`config.mk`:
```
export PLATFORM = sky130hd
export DESIGN_NAME = capbus_width_adapter
export DESIGN_NICKNAME = d
export VERILOG_FILES = /design/src/rtl/capbus_pkg.sv /design/src/rtl/capbus_wr_lanes.sv /design/src/rtl/capbus_rd_extract.sv /design/src/rtl/capbus_width_adapter.sv
export SDC_FILE = /design/constraint.sdc
export NUM_CORES = 1
export LEC_CHECK = 0
export BUFFER_PORTS_ARGS = -buffer_cell sky130_fd_sc_hd__buf_4
export CORE_MARGIN = 2
export CORE_UTILIZATION = 35
export DETAILED_ROUTE_END_ITERATION = 8
export PLACE_DENSITY_LB_ADDON = 0.12
export REMOVE_ABC_BUFFERS = 1
export SLEW_MARGIN = 15
export SYNTH_ARGS = -nofsm -noshare
export SYNTH_HDL_FRONTEND = slang
export SYNTH_SLANG_ARGS = --single-unit
export TNS_END_PERCENT = 20
```
`constraint.sdc`:
```
create_clock -name clk -period 2.1 [get_ports clk]
set_input_delay 0.105 -clock clk [delete_from_list [all_inputs] [get_ports clk]]
set_output_delay 0.105 -clock clk [all_outputs]
set_load 0.01 [all_outputs]
```
`src/rtl/capbus_pkg.sv`:
```
package capbus_pkg;
  typedef enum logic [1:0] {
    SZ_BYTE = 2'd0,
    SZ_HALF = 2'd1,
    SZ_WORD = 2'd2,
    SZ_CAP  = 2'd3
  } acc_size_e;

  typedef enum logic [1:0] {
    ST_IDLE,
    ST_ISSUE,
    ST_WAIT,
    ST_RESP
  } adp_state_e;

  localparam int CAP_DW  = 64;
  localparam int WORD_DW = 32;
endpackage

```
`src/rtl/capbus_wr_lanes.sv`:
```
module capbus_wr_lanes
  import capbus_pkg::*;
#(
  parameter bit WIDE_BUS = 1'b0,
  parameter int BUS_DW   = 32,
  parameter int BUS_BE   = 4
) (
  input  acc_size_e           size,
  input  logic [1:0]          addr_lo,
  input  logic                half_sel,
  input  logic [CAP_DW-1:0]   wdata,
  output logic [BUS_DW-1:0]   bus_wdata,
  output logic [BUS_BE-1:0]   bus_be
);
  logic [WORD_DW-1:0] lane_d;
  logic [3:0]         lane_be;
  logic               is_cap;

  assign is_cap = (size == SZ_CAP);

  // Place plain store data into the 32-bit lane
  always_comb begin
    unique case (size)
      SZ_BYTE: begin
        lane_d  = {4{wdata[7:0]}};
        lane_be = 4'b0001 << addr_lo;
      end
      SZ_HALF: begin
        lane_d  = {2{wdata[15:0]}};
        lane_be = addr_lo[1] ? 4'b1100 : 4'b0011;
      end
      default: begin
        lane_d  = wdata[WORD_DW-1:0];
        lane_be = 4'b1111;
      end
    endcase
  end

  generate
    if (WIDE_BUS) begin : g_wide
      always_comb begin
        if (is_cap) begin
          bus_wdata = wdata;
          bus_be    = '1;
        end else begin
          bus_wdata = {lane_d, lane_d};
          bus_be    = half_sel ? {lane_be, 4'b0000} : {4'b0000, lane_be};
        end
      end
    end else begin : g_narrow
      always_comb begin
        if (is_cap) begin
          bus_wdata = half_sel ? wdata[CAP_DW-1:WORD_DW] : wdata[WORD_DW-1:0];
          bus_be    = '1;
        end else begin
          bus_wdata = lane_d;
          bus_be    = lane_be;
        end
      end
    end
  endgenerate
endmodule

```
`src/rtl/capbus_rd_extract.sv`:
```
module capbus_rd_extract
  import capbus_pkg::*;
(
  input  acc_size_e            size,
  input  logic [1:0]           addr_lo,
  input  logic [WORD_DW-1:0]   word,
  output logic [CAP_DW-1:0]    plain_rdata
);
  logic [7:0]  sel_byte;
  logic [15:0] sel_half;

  always_comb begin
    sel_byte = word[8*addr_lo +: 8];
    sel_half = addr_lo[1] ? word[31:16] : word[15:0];
    unique case (size)
      SZ_BYTE: plain_rdata = {56'd0, sel_byte};
      SZ_HALF: plain_rdata = {48'd0, sel_half};
      default: plain_rdata = {32'd0, word};
    endcase
  end
endmodule

```
`src/rtl/capbus_width_adapter.sv`:
```
module capbus_width_adapter
  import capbus_pkg::*;
#(
  parameter bit WIDE_BUS = 1'b0,
  parameter int ADDR_W   = 32,
  localparam int BUS_DW  = WIDE_BUS ? 64 : 32,
  localparam int BUS_BE  = BUS_DW / 8
) (
  input  logic              clk,
  input  logic              rst_n,
  input  logic              req_valid,
  output logic              req_ready,
  input  logic              req_write,
  input  logic [1:0]        req_size,
  input  logic [ADDR_W-1:0] req_addr,
  input  logic [63:0]       req_wdata,
  input  logic              req_wtag,
  output logic              rsp_valid,
  input  logic              rsp_ready,
  output logic [63:0]       rsp_rdata,
  output logic              rsp_rtag,
  output logic              rsp_err,
  output logic              bus_req_valid,
  input  logic              bus_req_ready,
  output logic              bus_req_write,
  output logic [ADDR_W-1:0] bus_req_addr,
  output logic [BUS_DW-1:0] bus_req_wdata,
  output logic [BUS_BE-1:0] bus_req_be,
  output logic              bus_req_wtag,
  input  logic              bus_rsp_valid,
  input  logic [BUS_DW-1:0] bus_rsp_rdata,
  input  logic              bus_rsp_rtag
);
  adp_state_e         state;
  acc_size_e          r_size;
  logic               r_write;
  logic [ADDR_W-1:0]  r_addr;
  logic [CAP_DW-1:0]  r_wdata;
  logic               r_wtag;
  logic               beat;
  logic [WORD_DW-1:0] lo_q;
  logic               tag_lo_q;
  logic               is_cap;
  logic               half_sel;
  logic               split_first;
  logic [WORD_DW-1:0] rd_word;
  logic [CAP_DW-1:0]  plain_rdata;
  logic [CAP_DW-1:0]  cap_rdata;
  logic               cap_rtag;
  acc_size_e          in_size;

  assign in_size  = acc_size_e'(req_size);
  assign is_cap   = (r_size == SZ_CAP);

  assign req_ready     = (state == ST_IDLE);
  assign bus_req_valid = (state == ST_ISSUE);
  assign rsp_valid     = (state == ST_RESP);
  assign bus_req_write = r_write;
  assign bus_req_wtag  = r_write & is_cap & r_wtag;

  generate
    if (WIDE_BUS) begin : g_wide
      assign half_sel     = r_addr[2];
      assign split_first  = 1'b0;
      assign bus_req_addr = {r_addr[ADDR_W-1:3], 3'b000};
      assign rd_word      = r_addr[2] ? bus_rsp_rdata[63:32] : bus_rsp_rdata[31:0];
      assign cap_rdata    = bus_rsp_rdata;
      assign cap_rtag     = bus_rsp_rtag;
    end else begin : g_narrow
      assign half_sel     = beat;
      assign split_first  = is_cap & ~beat;
      assign bus_req_addr = {r_addr[ADDR_W-1:3], r_addr[2] | beat, 2'b00};
      assign rd_word      = bus_rsp_rdata;
      assign cap_rdata    = {bus_rsp_rdata, lo_q};
      assign cap_rtag     = tag_lo_q & bus_rsp_rtag;
    end
  endgenerate

  capbus_wr_lanes #(
    .WIDE_BUS (WIDE_BUS),
    .BUS_DW   (BUS_DW),
    .BUS_BE   (BUS_BE)
  ) u_wr_lanes (
    .size      (r_size),
    .addr_lo   (r_addr[1:0]),
    .half_sel  (half_sel),
    .wdata     (r_wdata),
    .bus_wdata (bus_req_wdata),
    .bus_be    (bus_req_be)
  );

  capbus_rd_extract u_rd_extract (
    .size        (r_size),
    .addr_lo     (r_addr[1:0]),
    .word        (rd_word),
    .plain_rdata (plain_rdata)
  );

  always_ff @(posedge clk) begin
    if (!rst_n) begin
      state     <= ST_IDLE;
      r_size    <= SZ_BYTE;
      r_write   <= 1'b0;
      r_addr    <= '0;
      r_wdata   <= '0;
      r_wtag    <= 1'b0;
      beat      <= 1'b0;
      lo_q      <= '0;
      tag_lo_q  <= 1'b0;
      rsp_rdata <= '0;
      rsp_rtag  <= 1'b0;
      rsp_err   <= 1'b0;
    end else begin
      unique case (state)
        ST_IDLE: if (req_valid) begin
          r_size  <= in_size;
          r_write <= req_write;
          r_addr  <= req_addr;
          r_wdata <= req_wdata;
          r_wtag  <= req_wtag;
          beat    <= 1'b0;
          if (in_size == SZ_CAP && req_addr[2:0] != 3'b000) begin
            rsp_err   <= 1'b1;
            rsp_rdata <= '0;
            rsp_rtag  <= 1'b0;
            state     <= ST_RESP;
          end else begin
            rsp_err <= 1'b0;
            state   <= ST_ISSUE;
          end
        end
        ST_ISSUE: if (bus_req_ready) state <= ST_WAIT;
        ST_WAIT: if (bus_rsp_valid) begin
          if (split_first) begin
            lo_q     <= bus_rsp_rdata[WORD_DW-1:0];
            tag_lo_q <= bus_rsp_rtag;
            beat     <= 1'b1;
            state    <= ST_ISSUE;
          end else begin
            state <= ST_RESP;
            if (r_write) begin
              rsp_rdata <= '0;
              rsp_rtag  <= 1'b0;
            end else if (is_cap) begin
              rsp_rdata <= cap_rdata;
              rsp_rtag  <= cap_rtag;
            end else begin
              rsp_rdata <= plain_rdata;
              rsp_rtag  <= 1'b0;
            end
          end
        end
        ST_RESP: if (rsp_ready) state <= ST_IDLE;
        default: state <= ST_IDLE;
      endcase
    end
  end

  // Observation registers for the properties below
  logic [1:0]        ck_beats;
  logic [ADDR_W-1:0] ck_first_addr;
  logic              ck_tag_and;
  logic              ck_is_cap;
  logic              ck_req_tag;

  always_ff @(posedge clk) begin
    if (!rst_n) begin
      ck_beats      <= '0;
      ck_first_addr <= '0;
      ck_tag_and    <= 1'b1;
      ck_is_cap     <= 1'b0;
      ck_req_tag    <= 1'b0;
    end else if (req_valid && req_ready) begin
      ck_beats   <= '0;
      ck_tag_and <= 1'b1;
      ck_is_cap  <= (req_size == 2'd3);
      ck_req_tag <= req_wtag;
    end else begin
      if (bus_req_valid && bus_req_ready) begin
        ck_beats <= ck_beats + 2'd1;
        if (ck_beats == 2'd0) ck_first_addr <= bus_req_addr;
      end
      if (bus_rsp_valid) ck_tag_and <= ck_tag_and & bus_rsp_rtag;
    end
  end

  p_one_beat_r1: assert property (@(posedge clk) disable iff (!rst_n)
    rsp_valid && !rsp_err && !(ck_is_cap && !WIDE_BUS) |-> ck_beats == 2'd1);
  p_two_beats_r2: assert property (@(posedge clk) disable iff (!rst_n)
    rsp_valid && !rsp_err && ck_is_cap && !WIDE_BUS |-> ck_beats == 2'd2);
  p_upper_second_r2: assert property (@(posedge clk) disable iff (!rst_n)
    bus_req_valid && ck_beats == 2'd1 |-> bus_req_addr == ck_first_addr + 4);
  p_cap_store_tag_r2: assert property (@(posedge clk) disable iff (!rst_n)
    bus_req_valid && bus_req_write && ck_is_cap |-> bus_req_wtag == ck_req_tag);
  p_tag_and_r3: assert property (@(posedge clk) disable iff (!rst_n)
    rsp_valid && !rsp_err && ck_is_cap && !r_write |-> rsp_rtag == ck_tag_and);
  p_plain_store_clear_r4: assert property (@(posedge clk) disable iff (!rst_n)
    bus_req_valid && bus_req_write && !ck_is_cap |-> !bus_req_wtag);
  p_plain_load_tag_r6: assert property (@(posedge clk) disable iff (!rst_n)
    rsp_valid && !ck_is_cap |-> !rsp_rtag);
  p_no_bus_on_err_r7: assert property (@(posedge clk) disable iff (!rst_n)
    rsp_valid && rsp_err |-> ck_beats == 2'd0);
  p_bus_hold_r8: assert property (@(posedge clk) disable iff (!rst_n)
    bus_req_valid && !bus_req_ready |=> bus_req_valid && $stable(bus_req_addr) && $stable(bus_req_wdata));
  p_rsp_hold_r8: assert property (@(posedge clk) disable iff (!rst_n)
    rsp_valid && !rsp_ready |=> rsp_valid && $stable(rsp_rdata));
endmodule

```
==> results.py <==
metrics = {
    "logic_synthesis": {
        "synth_area_leaders": "dfxtp_1 (48%), nand2_1 (14%), a21oi_1 (8.0%)",
        "yosysSeqAreaShare_pct": 47.77,
        "synth_top_area_share_pct": 47.77,
        "async_flop_share_pct": 0,
        "syn_inst": 1022,
        "synth_top_flop_cell": "dfxtp_1",
        "synth_top_cell_by_area": "dfxtp_1",
        "yosysMostFrequentCell": "nand2_1",
        "yosysWarnings": 0,
        "synth_cell_type_count": 41,
        "synth_edf_count": 0,
        "syn_avg_cell_area_um2": 8.283,
        "synth_common_cells": "nand2_1 (326), dfxtp_1 (202), a21oi_1 (136), clkbuf_1 (53), mux2i_1 (39)",
        "synth_seq_cells": 202,
        "syn-cell-area_mm2": 0.008466,
    },
    "clock_network": {
        "cts.htree.levels": 1,
        "clk_pin_slew_worst_paths_ps": 60,
        "postCtsSetupBuffers": 0,
        "cts.path.max_buffers": 3,
        "ctsRootBufferMaster": "clkbuf_16",
        "cts_tree": "done",
        "cts_buffers": 24,
        "clk-insertion-delay-late_ps": 510,
        "cts.sinks": 202,
    },
    "placed_design": {
        "dpl_cell_area_mm2": 0.01066,
        "gp_congestion": 0.7693,
        "dp.cells": 1529,
        "pre_cts_slack_ps": 402.8,
        "portBuffers": 275,
        "dp_hpwl_um": 17010,
    },
    "sta": {
        "fin_setup_tns_ps": 0,
        "hold_viol_final": 0,
        "fin_crit_ps": 2026,
        "max_slew.worst_pin.slew_ps": 728.9,
        "fin_ws_ps": 73.85,
        "rsz0062_at_grt": "true",
        "fmax_mhz": 493.5,
        "fin_worst_skew_ps": 9.548,
        "slew_headroom_pct": 51.35,
        "finalSetupViolCount": 0,
        "maxSlewViolCount": 0,
        "finalCritPeriodShare_pct": 96.48,
    },
    "final_layout": {
        "areaGrowthSynthToFinish_pct": 52.01,
        "instances_no_fill": 1712,
        "design_area_mm2": 0.01287,
        "nNetsFinal": 1513,
        "drive_above_1_share_pct": 26.36,
    },
    "job": {
        "maxCapViolations": 0,
    },
    "die": {
        "die_y_um": 159.5,
        "core.rowCount": 56,
        "initial_core_util_pct": 35.85,
        "die_area_mm2": 0.02545,
        "pin_count": 278,
        "die_w_um": 159.5,
        "core_area_mm2": 0.02361,
    },
    "worst_setup_path": {
        "cp.arrival_ps": 1920,
        "end_kind": "output pin",
        "r2r_end": "state[0]$_SDFFE_PN0P_",
        "path_class": "flop to output pin",
        "rr_startpoint": "state[0]$_SDFFE_PN0P_",
        "cp_max_fo": 21,
        "start_kind": "flop",
        "reg2regPathDepth": 5,
        "required_ps": 2000,
        "rrSetupSlack_ps": 130,
    },
    "drt": {
        "drtIter0Drc": 362,
        "ant_nets": 0,
        "vias": 8331,
        "drc_errors": 0,
        "routedWlPerCell_um": 15.69,
        "wirelength_um": 26860,
        "drt-pass1-iter-count": 4,
        "via_per_inst": 4.866,
    },
    "global_route": {
        "grt_max_degree": 146,
        "grt_usage_pct": 20.49,
        "grt_pass1_vias": 8303,
        "grt_pass1_wl_um": 43680,
        "antenna_found_initial": 1,
        "grt-ovfl-total": 0,
    },
    "power": {
        "combPwrFrac_pct": 16.8,
        "p_leak_nw": 5.230,
        "clkPwrFrac_pct": 42.0,
        "intPower_w": 0.007378,
        "p_switching_w": 0.002574,
        "seq_power_share_pct": 41.2,
        "swShare_pct": 25.86,
        "p_per_area_mw_per_mm2": 773.4,
        "ir_drop_uv": 606.2,
    },
    "outcome": {
        "status": "finished clean",
    },
    "min_path": {
        "hold_path.class": "input pin to flop",
        "worstHoldStart": "req_valid",
        "hold_end": "r_size[0]$_SDFFE_PN0P_",
        "hold_depth": 4,
    },
}
worst max path at each step:
stage | startpoint | endpoint | slack [ps] | depth (start not counted)
floorplan | r_size[0]$_SDFFE_PN0P_ | lo_q[0]$_SDFFE_PN0P_ | -1490 | 4
global placement | state[1]$_SDFFE_PN0P_ | rsp_rdata[1]$_SDFFE_PN0P_ | 440 | 5
detailed placement | state[1]$_SDFFE_PN0P_ | rsp_rdata[4]$_SDFFE_PN0P_ | 400 | 5
CTS | beat$_SDFFE_PN0P_ | bus_req_wdata[25] | 40 | 5
global route | r_size[1]$_SDFFE_PN0P_ | bus_req_wdata[13] | -30 | 5
finish | r_size[1]$_SDFFE_PN0P_ | bus_req_be[1] | 70 | 3
cells by family (layout without fill, tap and decap cells):
logic type,after synthesis,in the layout,share of synthesized area [%]
AOI/OAI and AO/OA,267,267,20.25
buffers and inverters,117,486,7.434
DFF,202,202,47.77
muxes,48,48,5.808
other,1,3,0.04430
and+or+nand+nor,387,387,18.70
cell usage in the layout, fill, tap and decap left out, types with 3 or more instances in the layout:
master         instances
mux2i_1               39
a22oi_1                8
nand2_1              325
a211oi_1               9
a21oi_1              136
a2111oi_0              7
clkbuf_8               7
a32o_1                 8
mux2_2                 9
a31oi_1               31
clkbuf_16             25
buf_12                10
clkinv_2               7
buf_6                  3
nand3b_1               3
buf_4                288
o22ai_1                8
o21ai_0                6
dlygate4sd3_1        138
a22o_1                32
dfxtp_1              199
clkbuf_1               3
nor2_1                21
o2bb2ai_1             17
nor2b_1               18
power by group through the flow:
stage | Clock, W | Sequential, W | Combinational [W]
2_1_floorplan | 0 | 0.00423 | 0.000642
3_3_place_gp | 0 | 0.00418 | 0.00146
3_5_place_dp | 0 | 0.00418 | 0.00146
4_1_cts | 0.00428 | 0.00410 | 0.00168
5_1_grt | 0.00444 | 0.00412 | 0.00183
6_report | 0.00418 | 0.00410 | 0.00167
flip-flops by register name (all words and copies together) (netlist names):
signal         cells
r_wdata           64
rsp_rdata         64
lo_q              32
r_addr            32
r_size             2
state              2
beat               1
bus_req_write      1
r_wtag             1
rsp_err            1
rsp_rtag           1
tag_lo_q           1
metal layers:
metal | vias up | track usage, % | wire length (um)
li1 | 4180 | - | -
met1 | 3889 | 26.00 | 11910
met2 | 227 | 35.12 | 12650
met3 | 35 | 5.522 | 1892
met4 | 0 | 3.843 | 405
met5 | - | 0 | 0
repair_timing:
| action | in CTS | in global routing |
|---|---|---|
| hold endpoints to repair | 191 | 0 |
| resized for setup | 3 | 3 |
| hold buffers | 138 | 0 |
| setup endpoints to repair | 10 | 7 |
layout make-up:
cell class	count	area, um^2
clock buffer	35	733.2
sequential	202	4050
timing repair buffer	439	3777
fill	2192	10740
multi-input combinational	704	3819
inverter	3	13.76
clock inverter	9	73.82
antenna	1	2.502
tap	319	399.1
through the flow:
| step | hold WS [ps] | utilization [%] | power (W) |
|---|---|---|---|
| after global routing | 21.92 | 54.50 | 0.01040 |
| after floorplan | 238.0 | - | 0.004867 |
| after detailed placement | 357.1 | 45.13 | 0.005645 |
| after CTS | 4.907 | 54.45 | 0.01006 |
| final | 21.08 | 54.50 | 0.009952 |
| after global placement | 351.2 | 45.13 | 0.005640 |
critical path, stage by stage (launching register included):
cell,delay [ps]
dfxtp_2,380
inv_1,560
o21ai_0,260
buf_4,210
Note: power is estimated with default switching activity, not from simulation.
